$ cat src/rtl/cfgp_pkg.sv
package cfgp_pkg;
  localparam logic [7:0] KEY_UNLOCK  = 8'h87;
  localparam logic [7:0] KEY_LOCK    = 8'hAA;
  localparam logic [7:0] IDX_LDN     = 8'h07;
  localparam logic [7:0] IDX_DID_HI  = 8'h20;
  localparam logic [7:0] IDX_DID_LO  = 8'h21;
  localparam logic [7:0] IDX_REV     = 8'h22;
  localparam logic [7:0] IDX_MID_HI  = 8'h23;
  localparam logic [7:0] IDX_MID_LO  = 8'h24;
  localparam logic [7:0] IDX_ACT     = 8'h30;
  localparam logic [7:0] IDX_BASE_HI = 8'h60;
  localparam logic [7:0] IDX_BASE_LO = 8'h61;
  localparam logic [7:0] BUS_IDLE    = 8'hFF;

  typedef enum logic [1:0] {KS_LOCKED, KS_HALF, KS_OPEN} key_state_e;
endpackage

$ cat src/rtl/cfg_key_fsm.sv
module cfg_key_fsm
  import cfgp_pkg::*;
(
  input  logic       clk_i,
  input  logic       rst_ni,
  input  logic       idx_wr_i,
  input  logic [7:0] wdata_i,
  output logic       open_o,
  output logic       idx_load_o
);
  key_state_e state_q, state_d;

  always_comb begin
    state_d = state_q;
    unique case (state_q)
      KS_LOCKED: if (idx_wr_i && wdata_i == KEY_UNLOCK) state_d = KS_HALF;
      KS_HALF:   if (idx_wr_i) state_d = (wdata_i == KEY_UNLOCK) ? KS_OPEN : KS_LOCKED;
      KS_OPEN:   if (idx_wr_i && wdata_i == KEY_LOCK) state_d = KS_LOCKED;
      default:   state_d = KS_LOCKED;
    endcase
  end

  always_ff @(posedge clk_i or negedge rst_ni) begin
    if (!rst_ni) state_q <= KS_LOCKED;
    else         state_q <= state_d;
  end

  assign open_o     = (state_q == KS_OPEN);
  assign idx_load_o = open_o && idx_wr_i && (wdata_i != KEY_LOCK);

  AST_TWO_KEYS: assert property (@(posedge clk_i) disable iff (!rst_ni)
    $rose(open_o) |-> $past(idx_wr_i && wdata_i == KEY_UNLOCK));
  AST_KEY_BREAK: assert property (@(posedge clk_i) disable iff (!rst_ni)
    (state_q == KS_HALF && idx_wr_i && wdata_i != KEY_UNLOCK) |=> !open_o);
  AST_RELOCK: assert property (@(posedge clk_i) disable iff (!rst_ni)
    (open_o && idx_wr_i && wdata_i == KEY_LOCK) |=> !open_o);
endmodule

$ cat src/rtl/cfg_global_regs.sv
module cfg_global_regs
  import cfgp_pkg::*;
#(
  parameter logic [15:0] DEV_ID  = 16'h0A52,
  parameter logic [7:0]  DEV_REV = 8'h11,
  parameter logic [15:0] MFR_ID  = 16'h1934
) (
  input  logic       clk_i,
  input  logic       rst_ni,
  input  logic       idx_load_i,
  input  logic       data_wr_i,
  input  logic [7:0] wdata_i,
  output logic [7:0] idx_o,
  output logic [7:0] ldn_o,
  output logic [7:0] rd_byte_o,
  output logic       hit_o
);
  logic [7:0] idx_q, ldn_q;

  always_ff @(posedge clk_i or negedge rst_ni) begin
    if (!rst_ni) begin
      idx_q <= '0;
      ldn_q <= '0;
    end else begin
      if (idx_load_i) idx_q <= wdata_i;
      if (data_wr_i && idx_q == IDX_LDN) ldn_q <= wdata_i;
    end
  end

  always_comb begin
    hit_o     = 1'b1;
    rd_byte_o = 8'h00;
    unique case (idx_q)
      IDX_LDN:    rd_byte_o = ldn_q;
      IDX_DID_HI: rd_byte_o = DEV_ID[15:8];
      IDX_DID_LO: rd_byte_o = DEV_ID[7:0];
      IDX_REV:    rd_byte_o = DEV_REV;
      IDX_MID_HI: rd_byte_o = MFR_ID[15:8];
      IDX_MID_LO: rd_byte_o = MFR_ID[7:0];
      default:    hit_o = 1'b0;
    endcase
  end

  assign idx_o = idx_q;
  assign ldn_o = ldn_q;

  AST_LDN_HOLD: assert property (@(posedge clk_i) disable iff (!rst_ni)
    !(data_wr_i && idx_q == IDX_LDN) |=> $stable(ldn_q));
  AST_IDX_HOLD: assert property (@(posedge clk_i) disable iff (!rst_ni)
    !idx_load_i |=> $stable(idx_q));
endmodule

$ cat src/rtl/cfg_dev_bank.sv
module cfg_dev_bank
  import cfgp_pkg::*;
#(
  parameter int NUM_DEV = 4
) (
  input  logic                   clk_i,
  input  logic                   rst_ni,
  input  logic                   data_wr_i,
  input  logic [7:0]             idx_i,
  input  logic [7:0]             ldn_i,
  input  logic [7:0]             wdata_i,
  output logic [NUM_DEV-1:0]     dev_en_o,
  output logic [16*NUM_DEV-1:0]  dev_base_o,
  output logic [7:0]             rd_byte_o,
  output logic                   hit_o
);
  localparam int LDN_W = (NUM_DEV > 1) ? $clog2(NUM_DEV) : 1;

  logic [LDN_W-1:0] sel;
  logic             ldn_ok;
  logic             en_q   [NUM_DEV];
  logic [15:0]      base_q [NUM_DEV];

  assign sel    = ldn_i[LDN_W-1:0];
  assign ldn_ok = ({24'd0, ldn_i} < 32'(NUM_DEV));

  for (genvar g = 0; g < NUM_DEV; g++) begin : g_bank
    logic wr_me;
    assign wr_me = data_wr_i && ldn_ok && (sel == LDN_W'(g));

    always_ff @(posedge clk_i or negedge rst_ni) begin
      if (!rst_ni) begin
        en_q[g]   <= 1'b0;
        base_q[g] <= '0;
      end else if (wr_me) begin
        if (idx_i == IDX_ACT)     en_q[g]         <= wdata_i[0];
        if (idx_i == IDX_BASE_HI) base_q[g][15:8] <= wdata_i;
        if (idx_i == IDX_BASE_LO) base_q[g][7:0]  <= wdata_i;
      end
    end

    assign dev_en_o[g]           = en_q[g];
    assign dev_base_o[g*16 +: 16] = base_q[g];
  end

  always_comb begin
    hit_o     = 1'b1;
    rd_byte_o = 8'h00;
    unique case (idx_i)
      IDX_ACT:     if (ldn_ok) rd_byte_o = {7'd0, en_q[sel]};
      IDX_BASE_HI: if (ldn_ok) rd_byte_o = base_q[sel][15:8];
      IDX_BASE_LO: if (ldn_ok) rd_byte_o = base_q[sel][7:0];
      default:     hit_o = 1'b0;
    endcase
  end

  AST_NO_STRAY_WRITE: assert property (@(posedge clk_i) disable iff (!rst_ni)
    !data_wr_i |=> ($stable(dev_en_o) && $stable(dev_base_o)));
  AST_BAD_LDN_IGNORED: assert property (@(posedge clk_i) disable iff (!rst_ni)
    !ldn_ok |=> ($stable(dev_en_o) && $stable(dev_base_o)));
endmodule

$ cat src/rtl/cfg_port_top.sv
module cfg_port_top
  import cfgp_pkg::*;
#(
  parameter int          NUM_DEV = 4,
  parameter logic [15:0] DEV_ID  = 16'h0A52,
  parameter logic [7:0]  DEV_REV = 8'h11,
  parameter logic [15:0] MFR_ID  = 16'h1934
) (
  input  logic                  clk_i,
  input  logic                  rst_ni,
  input  logic                  addr_i,
  input  logic                  wr_i,
  input  logic                  rd_i,
  input  logic [7:0]            wdata_i,
  output logic [7:0]            rdata_o,
  output logic                  unlocked_o,
  output logic [7:0]            ldn_o,
  output logic [NUM_DEV-1:0]    dev_en_o,
  output logic [16*NUM_DEV-1:0] dev_base_o
);
  logic       open, idx_load, idx_wr, data_wr;
  logic [7:0] idx, ldn, g_byte, d_byte, rd_val, rdata_q;
  logic       g_hit, d_hit;

  assign idx_wr  = wr_i && !addr_i;
  assign data_wr = wr_i && addr_i && open;

  cfg_key_fsm u_key (
    .clk_i      (clk_i),
    .rst_ni     (rst_ni),
    .idx_wr_i   (idx_wr),
    .wdata_i    (wdata_i),
    .open_o     (open),
    .idx_load_o (idx_load)
  );

  cfg_global_regs #(.DEV_ID(DEV_ID), .DEV_REV(DEV_REV), .MFR_ID(MFR_ID)) u_glob (
    .clk_i      (clk_i),
    .rst_ni     (rst_ni),
    .idx_load_i (idx_load),
    .data_wr_i  (data_wr),
    .wdata_i    (wdata_i),
    .idx_o      (idx),
    .ldn_o      (ldn),
    .rd_byte_o  (g_byte),
    .hit_o      (g_hit)
  );

  cfg_dev_bank #(.NUM_DEV(NUM_DEV)) u_bank (
    .clk_i      (clk_i),
    .rst_ni     (rst_ni),
    .data_wr_i  (data_wr),
    .idx_i      (idx),
    .ldn_i      (ldn),
    .wdata_i    (wdata_i),
    .dev_en_o   (dev_en_o),
    .dev_base_o (dev_base_o),
    .rd_byte_o  (d_byte),
    .hit_o      (d_hit)
  );

  always_comb begin
    if (!open)        rd_val = BUS_IDLE;
    else if (!addr_i) rd_val = idx;
    else if (g_hit)   rd_val = g_byte;
    else if (d_hit)   rd_val = d_byte;
    else              rd_val = 8'h00;
  end

  always_ff @(posedge clk_i or negedge rst_ni) begin
    if (!rst_ni)   rdata_q <= 8'h00;
    else if (rd_i) rdata_q <= rd_val;
  end

  assign rdata_o    = rdata_q;
  assign unlocked_o = open;
  assign ldn_o      = ldn;

  AST_RDATA_HOLD: assert property (@(posedge clk_i) disable iff (!rst_ni)
    !rd_i |=> $stable(rdata_o));
  AST_LOCKED_READ: assert property (@(posedge clk_i) disable iff (!rst_ni)
    (rd_i && !unlocked_o) |=> (rdata_o == BUS_IDLE));
endmodule

$ cat config.mk
export PLATFORM = sky130hd
export DESIGN_NAME = cfg_port_top
export DESIGN_NICKNAME = d
export VERILOG_FILES = /design/src/rtl/cfgp_pkg.sv /design/src/rtl/cfg_key_fsm.sv /design/src/rtl/cfg_global_regs.sv /design/src/rtl/cfg_dev_bank.sv /design/src/rtl/cfg_port_top.sv
export SDC_FILE = /design/constraint.sdc
export NUM_CORES = 1
export LEC_CHECK = 0
export BUFFER_PORTS_ARGS = -buffer_cell sky130_fd_sc_hd__buf_2
export CORE_MARGIN = 2
export CORE_UTILIZATION = 45
export DETAILED_ROUTE_END_ITERATION = 8
export HOLD_SLACK_MARGIN = 0.05
export PLACE_DENSITY = 0.74
export SKIP_LAST_GASP = 1
export SLEW_MARGIN = 30
export SYNTH_ARGS = -nofsm -noshare
export SYNTH_HDL_FRONTEND = slang
export SYNTH_SLANG_ARGS = --single-unit
export TNS_END_PERCENT = 20
$ cat constraint.sdc
create_clock -name clk_i -period 5.62 [get_ports clk_i]
set_input_delay 0 -clock clk_i [delete_from_list [all_inputs] [get_ports clk_i]]
set_output_delay 0 -clock clk_i [all_outputs]
set_load 0.03 [all_outputs]
# Word-level counts from Yosys, hierarchy flattened
# Index checks and enable logic that the tools add are counted.
word_totals:
  output_inout_bits: 85
  elab_cells: 92
  register_bits: 94
classes:
  n_eq_ne: 20
  n_lt_le_gt_ge: 2
  n_bitwise: 1
  reduce_logical: 31
  muxes: 22
ops:
  columns: ["cell", "count"]
  rows:
  - ["8-bit by 6-bit == test with 1-bit output (second input constant)", 6]
  - ["8-bit 2-to-1 mux", 6]
  - ["8-bit case mux with 6 select lines", 1]
  - ["16-bit binary-select mux with 2-bit select", 1]
  - ["16-bit 2-to-1 mux", 2]
  - ["8-bit case mux with 3 select lines", 1]
  - ["2-bit AND reduction", 12]
  - ["8-bit by 7-bit == test with 1-bit output (second input constant)", 2]
  - ["8-bit == test (second input constant)", 2]
  - ["1-bit logical AND", 13]
  - ["8-bit by 3-bit == test with 1-bit output (second input constant)", 1]
  - ["8-bit by 3-bit less-than comparator with 1-bit output (second input constant)", 1]
  - ["2-bit 2-to-1 mux", 4]
  - ["8-bit inequality test (second input constant)", 1]
  - ["2-bit == test (second input constant)", 3]
  - ["2-bit by 1-bit inequality test with 1-bit output (second input constant)", 3]
  - ["2-bit case mux with 3 select lines", 1]
  - ["6-bit OR reduction", 1]
  - ["1-bit 2-to-1 mux", 5]
  - ["2-bit by 1-bit == test with 1-bit output (second input constant)", 2]
  - ["2-bit zero test", 2]
  - ["3-bit greater-or-equal comparator (second input constant)", 1]
  - ["2-bit inverter with 3-bit output", 1]
  - ["3-bit AND reduction", 1]
  - ["other kinds (3)", 3]

# Longest topological paths before layout
# Gate-level depths: netlist of the first run.
logic_depth:
  depth_word: 10
  ltp_mapped: 6
  ltp_nobuf: 4

# By module
# From an unflattened synthesis of the first run, not the netlist that was laid out.
hier_totals:
  cells_unflattened: 358
  area_unflattened_um2: 4827.1
by_module_without_submodules:
  columns: ["mod", "instances", "area_per_inst_um2", "cells_each", "seq_area_each_um2"]
  rows:
  - ["cfg_dev_bank", 1, 3344.5, 215, 1701.6]
  - ["cfg_global_regs", 1, 844.6, 73, 400.4]
  - ["cfg_port_top", 1, 493.0, 56, 200.2]
  - ["cfg_key_fsm", 1, 145.1, 14, 50.0]

# Worst setup path after synthesis of the first run
# No wires, ideal clock.
synth_timing:
  path_kind: "flip-flop to flip-flop"
  from: "reg u_glob.ldn_q[0], in the netlist u_glob.ldn_o[0]"
  to: "reg rdata_q[2], in the netlist rdata_o[2]"
  t_arrival_ns: 2.005
  synth_period_minus_slack_ns: 2.128
  setup_slack_ns: 3.492
  t_required_ns: 5.497
  path_stages_with_launch: 7
  path_buffers: 2
  path_cell_list: "dfrtp_1 buf_2 buf_2 mux4_2 a22oi_1 o221ai_1 o221a_2"
synth_via:
  elab_chain_len: 10
  word_cells_on_any_way: 12
  classes_between: "order compare (1); mux (10); bitwise (1)"
synth_rtl:
  columns: ["element", "line_no", "rtl"]
  rows:
  - ["start: declaration", "cfg_global_regs.sv:18", "logic [7:0] idx_q, ldn_q;"]
  - ["start signal: assignment", "cfg_global_regs.sv:26", "if (data_wr_i && idx_q == IDX_LDN) ldn_q <= wdata_i;"]
  - ["parallel branches: the longest is 5 deep, another holds 8-bit by 3-bit less-than comparator with 1-bit output", null, null]
  - ["8-bit case mux with 3 select lines *", "cfg_dev_bank.sv:49", "unique case (idx_i)"]
  - ["8-bit 2-to-1 mux *", "cfg_port_top.sv:66", "else if (d_hit) rd_val = d_byte;"]
  - ["8-bit 2-to-1 mux *", "cfg_port_top.sv:65", "else if (g_hit) rd_val = g_byte;"]
  - ["8-bit 2-to-1 mux *", "cfg_port_top.sv:64", "else if (!addr_i) rd_val = idx;"]
  - ["8-bit 2-to-1 mux *", "cfg_port_top.sv:63", "if (!open) rd_val = BUS_IDLE;"]
  - ["end signal: assignment", "cfg_port_top.sv:72", "else if (rd_i) rdata_q <= rd_val;"]
  - ["end: declaration", "cfg_port_top.sv:22", "logic [7:0] idx, ldn, g_byte, d_byte, rd_val, rdata_q;"]
# Mark *: on every way between the ends. The select of a mux whose other input is x is not followed.
# A chain may end at the register's enable or synchronous reset.

# Final worst setup path of the first run
layout_timing:
  from: "reg u_glob.ldn_q[0], in the netlist u_glob.ldn_o[0]"
  to: "reg u_bank.base_q (netlist bit u_bank.dev_base_o[57])"
layout_via:
  elab_chain_len: 4
  word_cells_on_any_way: 5
  classes_between: "order compare (1); eq/ne (1); reduce/logical (3)"
layout_rtl:
  columns: ["element", "line_no", "rtl"]
  rows:
  - ["8-bit by 3-bit less-than comparator with 1-bit output", "cfg_dev_bank.sv:25", "assign ldn_ok = ({24'd0, ldn_i} < 32'(NUM_DEV));"]
  - ["1-bit logical AND", "cfg_dev_bank.sv:29", "assign wr_me = data_wr_i && ldn_ok && (sel == LDN_W'(g));"]
  - ["1-bit logical AND *", "cfg_dev_bank.sv:29", null]
  - ["2-bit AND reduction (no source line) *", null, null]
  - ["end signal: indexed assignment", "cfg_dev_bank.sv:37", "if (idx_i == IDX_BASE_HI) base_q[g][15:8] <= wdata_i;"]
  - ["end signal: indexed assignment", "cfg_dev_bank.sv:38", "if (idx_i == IDX_BASE_LO) base_q[g][7:0] <= wdata_i;"]
  - ["end: declaration", "cfg_dev_bank.sv:22", "logic [15:0] base_q [NUM_DEV];"]
# Mark *: on every way between the ends. The rest lies on a longest branch, timed or not.

==> impl_metrics.py, run 1 <==
metrics = {
    "status": {
        "status": "completed",
    },
    "route": {
        "drtIter0Drc": 187,
        "drt_first_pass_iters": 4,
        "dr_wl_met3_um": 970,
        "drt-met1-wl_um": 5230,
        "highest_layer": "met4",
        "detail-route-antenna-nets": 0,
        "vias": 3375,
        "wire_per_inst_um": 21.9,
        "routed_wirelength_um": 12400,
        "drc_errors": 0,
        "vias_per_cell": 5.99,
        "met2_length_um": 5900,
    },
    "grt": {
        "grt_pass1_wl_um": 19800,
        "grt_overflow_total": 0,
        "antenna_found_initial": 0,
        "track_usage": 0.232,
        "grt_max_degree": 76,
        "grt_pass1_vias": 3494,
    },
    "logic_synthesis": {
        "yosys_warnings": 0,
        "synth_fp_nets": 341,
        "synth_common_cells": "94 x dfrtp_1, 83 x mux2_2, 17 x mux4_2",
        "synth_area_leaders": "dfrtp_1 51%, mux2_2 20%, mux4_2 8.3%, nor3_4 2.5%, a22o_1 1.1%",
        "synth_edf_count": 0,
        "syn_area_um2": 4640,
        "yosysSeqAreaShare": 0.507,
        "yosysMostFrequentCell": "dfrtp_1",
        "synthDistinctLibCells": 53,
        "avgSynthCellArea_um2": 14.1,
        "synth.top_cell.area_share": 0.507,
        "async_flop_share": 1.00,
        "yosysTopAreaCell": "dfrtp_1",
        "ys_ff_latch": 94,
        "synth-main-ff-cell": "dfrtp_1",
        "syn_inst": 328,
    },
    "die": {
        "design.portCount": 98,
        "die_h_um": 106,
        "rows": 37,
        "fp.dieArea_um2": 11100,
        "coreArea_um2": 10200,
        "die_x_um": 106,
        "start_util": 0.455,
    },
    "power": {
        "power.leakage_nw": 2.74,
        "p_per_area_nw_per_um2": 220,
        "peakVddDrop_mv": 0.129,
    },
    "clock_network": {
        "clock_latency_ps": 370,
        "cts_buffers": 9,
        "cts_tree": "built",
        "htreeDepth": 3,
        "root_buffer": "clkbuf_8",
        "clock_sinks": 94,
        "clk_path_buf_depth": 2,
        "path_clk_slew_ps": 110,
        "postCtsSetupRepairBufs": 0,
    },
    "timing": {
        "hold_viol": 0,
        "worstMarginPinSlew_ps": 729,
        "clock_skew_ps": 10.8,
        "setup_violations": 0,
        "max-slew-margin-rel": 0.507,
        "timing.final.crit_period_ps": 2520,
        "fin_setup_tns_ps": 0,
        "rsz0062_at_grt": "false",
        "period_share": 0.449,
        "slew_violations": 0,
        "max_freq_mhz": 396,
    },
    "finish": {
        "drive_gt1_frac": 0.555,
        "syn2layout_area_growth_pct": 18.4,
        "diodes": 0,
        "final_nets": 435,
        "instances_no_fill": 563,
    },
    "placement": {
        "dp_cells": 542,
        "post-dp-hpwl_um": 8650,
        "place.gp.congestion": 0.875,
        "port_buffers": 97,
    },
    "setup_path": {
        "crit_path_start_kind": "flop",
        "required_ps": 5880,
        "cp-end-kind": "flop",
        "cp.arrival_ps": 2780,
        "crit_type": "reg2reg",
        "path_max_fanout": 16,
    },
    "worst_hold_path": {
        "min-delay-path-class": "in2reg",
    },
    "job": {
        "cap_violations": 0,
    },
}
[placed cells by master, fill, tap and decap left out, types with 4 or more instances in the layout]
cell type       n
buf_2          96
dfrtp_1        93
mux2_2         83
mux4_2         17
nor2_1         11
nand3_1         9
nand2_1         9
clkbuf_8        9
nor3_4          7
a22o_1          6
o22ai_1         5
a21oi_1         5
nor2b_1         4
nand3b_1        4
o21ai_0         4
dlygate4sd3_1   4
[final timing paths]
path                       slack, ps                           endpoint  cells after the start                    startpoint
setup reg to reg                3100  u_bank.dev_base_o[57]$_DFFE_PN0P_                      4   u_glob.ldn_o[0]$_DFFE_PN0P_
setup / recovery                3100  u_bank.dev_base_o[57]$_DFFE_PN0P_                      4   u_glob.ldn_o[0]$_DFFE_PN0P_
hold / removal                    60             rdata_o[6]$_DFFE_PN0P_                      3                          rd_i
hold reg to reg                  510       u_key.state_q[0]$_DFFE_PN0P_                      1  u_key.state_q[1]$_DFFE_PN0P_
max in group asynchronous       4820        u_glob.ldn_o[1]$_DFFE_PN0P_                      3                        rst_ni
min in group asynchronous        220  u_bank.dev_base_o[15]$_DFFE_PN0P_                      3                        rst_ni
[worst max-delay path: stages (launching register included)]
cell     delay [ps]
dfrtp_1         720
buf_4           400
nand3_1         280
nor3_4          610
mux2_2          400
[timing repair]
| item | in CTS | in global routing |
|---|---|---|
| gates resized for setup | 0 | 0 |
| endpoints found under the hold margin | 26 | 0 |
| hold buffers | 5 | 0 |
[flip-flops by register name (all words and copies together) (netlist names)]
signal	flops
u_bank.dev_base_o	64
u_glob.idx_o	8
rdata_o	8
u_bank.dev_en_o	4
u_glob.ldn_o	8
u_key.state_q	2
[cells by family after synthesis]
kind of cell,Yosys count,synth area share
AOI/OAI and AO/OA,36,0.0575
buffers and inverters,21,0.0197
DFF,94,0.507
muxes,102,0.289
and+or+nand+nor,75,0.127
[metrics by stage]
| stage | total power, mW | setup WS [ps] | area [µm²] | hold WS, ps | util |
|---|---|---|---|---|---|
| after floorplan | 0.703 | 3490 | 4640 | -296 | - |
| after global placement | 0.729 | 2980 | 5220 | -109 | 0.512 |
| after detailed placement | 0.730 | 3080 | 5220 | -107 | 0.513 |
| after CTS | 1.21 | 3030 | 5480 | 51.6 | 0.538 |
| after global routing | 1.25 | 2890 | 5490 | 66.2 | 0.539 |
| final | 1.21 | 3100 | 5490 | 61.5 | 0.539 |
[area by class of cell]
| type | count | area [µm²] |
|---|---|---|
| flip-flops and latches | 94 | 2350 |
| multi-input cells | 213 | 2200 |
| clock inverters | 7 | 88.8 |
| repair buffers | 104 | 552 |
| clock buffers | 9 | 124 |
| well taps | 136 | 170 |
| fillers | 920 | 4690 |
[power by group]
group          internal (mW)  leakage [nW]  switching (mW)
Clock                  0.218         0.106           0.275
Sequential             0.676          1.27         0.00139
Combinational        0.00903          1.37          0.0314
Total                  0.903          2.74           0.307
[layer usage]
layer	vias up	track usage
met1	1748	0.326
met4	0	0.0639
met2	155	0.363
met5	-	0
met3	26	0.0550
li1	1446	-
Note: power is estimated with default switching activity, not from simulation.
==> run 2, diff against run 1 <==
Settings changed: ABC_AREA set to 1, PLACE_DENSITY 0.74 to 0.76.
Clock period 5.62 ns to 2.2 ns, I/O delays scaled along.
==> impl_metrics.py, run 2 <==
metrics = {
    "worst_hold_path": {
        "min-delay-path-class": "in2reg",
        "hold_path_startpoint": "wdata_i[5]",
    },
    "logic_synthesis": {
        "async_flop_share": 1.00,
        "synth_area_leaders": "dfrtp_1 50%, nand2_1 17%, o21ai_1 7.9%, nand3_1 3.4%, nand3_4 2.3%",
        "synth.top_cell.area_share": 0.504,
        "yosysTopAreaCell": "dfrtp_1",
        "synth-main-ff-cell": "dfrtp_1",
        "synth_common_cells": "215 x nand2_1, 94 x dfrtp_1, 74 x o21ai_1",
        "synth_fp_nets": 587,
        "synthDistinctLibCells": 29,
        "yosys_warnings": 0,
        "yosysMostFrequentCell": "nand2_1",
        "synth_edf_count": 0,
        "syn_inst": 574,
        "avgSynthCellArea_um2": 8.13,
        "syn_area_um2": 4660,
        "yosysSeqAreaShare": 0.504,
        "ys_ff_latch": 94,
    },
    "timing": {
        "worstMarginPinSlew_ps": 607,
        "clock_skew_ps": 10.4,
        "period_share": 0.993,
        "setup_violations": 0,
        "slew_violations": 0,
        "timing.final.crit_period_ps": 2190,
        "max_freq_mhz": 458,
        "max-slew-margin-rel": 0.595,
        "worst_slack_ps": 14.5,
        "fin_setup_tns_ps": 0,
        "rsz0062_at_grt": "true",
        "fin_hold_ws_ps": 99.6,
        "hold_viol": 0,
    },
    "clock_network": {
        "clock_sinks": 94,
        "htreeDepth": 3,
        "cts_buffers": 9,
        "path_clk_slew_ps": 100,
        "clock_latency_ps": 370,
        "cts_tree": "built",
        "root_buffer": "clkbuf_8",
        "clk_path_buf_depth": 2,
    },
    "setup_path": {
        "worstRegToRegCells": 8,
        "cp-end-kind": "flop",
        "crit_path_start_kind": "primary input",
        "required_ps": 2460,
        "path_max_fanout": 2,
        "endpoint": "u_key.state_q[1]$_DFFE_PN0P_",
        "reg2reg_to": "rdata_o[6]$_DFFE_PN0P_",
        "reg2reg_from": "u_glob.ldn_o[2]$_DFFE_PN0P_",
        "cpPeakStageDelay_ps": 570,
        "crit_type": "in2reg",
        "rrSetupSlack_ps": 140,
        "path_common_cell": "dlygate4sd3_1",
        "startpoint": "wdata_i[4]",
        "crit_cells": 8,
        "cp.arrival_ps": 2440,
        "crit_buf_inv": 4,
        "cpMaxStageDelayCell": "dlygate4sd3_1",
        "worstPathCellList": "dlygate4sd3_1 -> buf_2 -> nor3_2 -> nand4_1 -> dlygate4sd3_1 -> o21ai_0 -> o41ai_1 -> dlygate4sd3_1",
        "cp_top_family": "buffers and inverters",
    },
    "power": {
        "peakVddDrop_mv": 0.305,
        "power.leakage_nw": 2.82,
        "p_per_area_nw_per_um2": 551,
    },
    "placement": {
        "port_buffers": 97,
        "post-dp-hpwl_um": 10100,
        "postPlaceCellArea_um2": 5200,
        "pre_cts_ws_ps": 365,
        "place.gp.congestion": 0.996,
    },
    "die": {
        "rows": 37,
        "start_util": 0.458,
        "design.portCount": 98,
        "die_h_um": 106,
        "die_x_um": 106,
        "coreArea_um2": 10200,
        "fp.dieArea_um2": 11200,
    },
    "grt": {
        "grt_overflow_total": 0,
        "use_met1": 0.331,
        "track_usage": 0.258,
        "grt_max_degree": 59,
        "grt_pass1_wl_um": 22100,
        "global_route.usage.met3": 0.0724,
        "busiest_layer": "met2",
        "grt_pass1_vias": 4154,
        "grt_use_met2": 0.401,
        "antenna_found_initial": 0,
    },
    "finish": {
        "design_area_um2": 5620,
        "drive_gt1_frac": 0.262,
        "final_util": 0.552,
        "syn2layout_area_growth_pct": 20.5,
        "diodes": 0,
        "layout_common_cells": "215 x nand2_1, 96 x buf_2, 92 x dfrtp_1",
        "final_nets": 698,
        "mostFrequentLayoutCell": "nand2_1",
        "largest_reg_flops": 64,
    },
    "route": {
        "drt_first_pass_iters": 5,
        "wire_per_inst_um": 17.3,
        "vias": 4546,
        "routed_wirelength_um": 14300,
        "drc_errors": 0,
        "detail-route-antenna-nets": 0,
        "drtIter0Drc": 451,
        "vias_per_cell": 5.50,
    },
    "job": {
        "cap_violations": 0,
    },
    "status": {
        "status": "completed",
    },
}
[run 2: changes by cell type after synthesis, moves of 8 or more]
| cell | previous run | this run |
|---|---|---|
| nor2_1 | 11 | 24 |
| o21ai_1 | 0 | 74 |
| o21ai_2 | 0 | 11 |
| mux4_2 | 17 | 0 |
| nand2_1 | 9 | 215 |
| nand4_1 | 3 | 15 |
| nand3_1 | 9 | 32 |
| a21oi_1 | 5 | 16 |
| inv_1 | 0 | 22 |
| inv_2 | 0 | 11 |
| buf_6 | 0 | 8 |
| mux2_2 | 83 | 0 |
[run 2: metal layers]
layer	vias up	wire (µm)
li1	2108	-
met1	2161	5710
met2	232	6730
met3	45	1180
met4	0	680
met5	-	0
[run 2: layout make-up]
cell class	count	area, µm²
Timing Repair Buffer	129	761
Clock inverter	5	57.6
Sequential cell	94	2350
Tap cell	136	170
Multi-Input combinational cell	415	1990
Clock buffer	11	151
Inverter	36	136
Fill cell	954	4560
[run 2: how the worst min path moves through the flow]
| stage | to | slack [ps] | cells after the start |
|---|---|---|---|
| after floorplan | rdata_o[0]$_DFFE_PN0P_ | -300 | 0 |
| after global placement | u_glob.idx_o[0]$_DFFE_PN0P_ | -4 | 1 |
| after detailed placement | u_glob.idx_o[4]$_DFFE_PN0P_ | 2 | 1 |
| after CTS | u_bank.dev_base_o[13]$_DFFE_PN0P_ | 80 | 4 |
| after global routing | u_bank.dev_base_o[13]$_DFFE_PN0P_ | 100 | 4 |
| final | u_bank.dev_base_o[13]$_DFFE_PN0P_ | 100 | 4 |
[run 2: report_power, final]
group          total (mW)  internal [mW]  switching (mW)
combinational       0.141         0.0309           0.110
sequential           1.74           1.73         0.00622
clock                1.22          0.588           0.627
total                3.10           2.35           0.744
[run 2: repair_timing]
action | in CTS | in global routing
setup buffers | 0 | 16
setup endpoints to repair | 0 | 2
hold buffers | 8 | 0
endpoints found under the hold margin | 76 | 0
resized for setup | 0 | 4
[run 2: through the flow]
| step | power, mW | cells |
|---|---|---|
| 3_5_place_dp | 1.90 | 786 |
| 2_1_floorplan | 1.82 | 574 |
| 6_report | 3.10 | 826 |
| 4_1_cts | 3.10 | 810 |
| 5_1_grt | 3.19 | 826 |
| 3_3_place_gp | 1.90 | 786 |
[run 2: tightest hold or removal path: stages]
cell and delay [ps]:
buf_2 80, inv_1 30, buf_4 200, o21ai_2 140
[run 2: kinds of logic (layout without fill, tap and decap cells)]
logic type / count (synthesis) / count (layout) / synth area share
buffers and inverters: 65 / 181 / 0.0697
and+or+nand+nor: 308 / 308 / 0.301
DFF: 94 / 94 / 0.504
AOI/OAI and AO/OA: 107 / 107 / 0.125
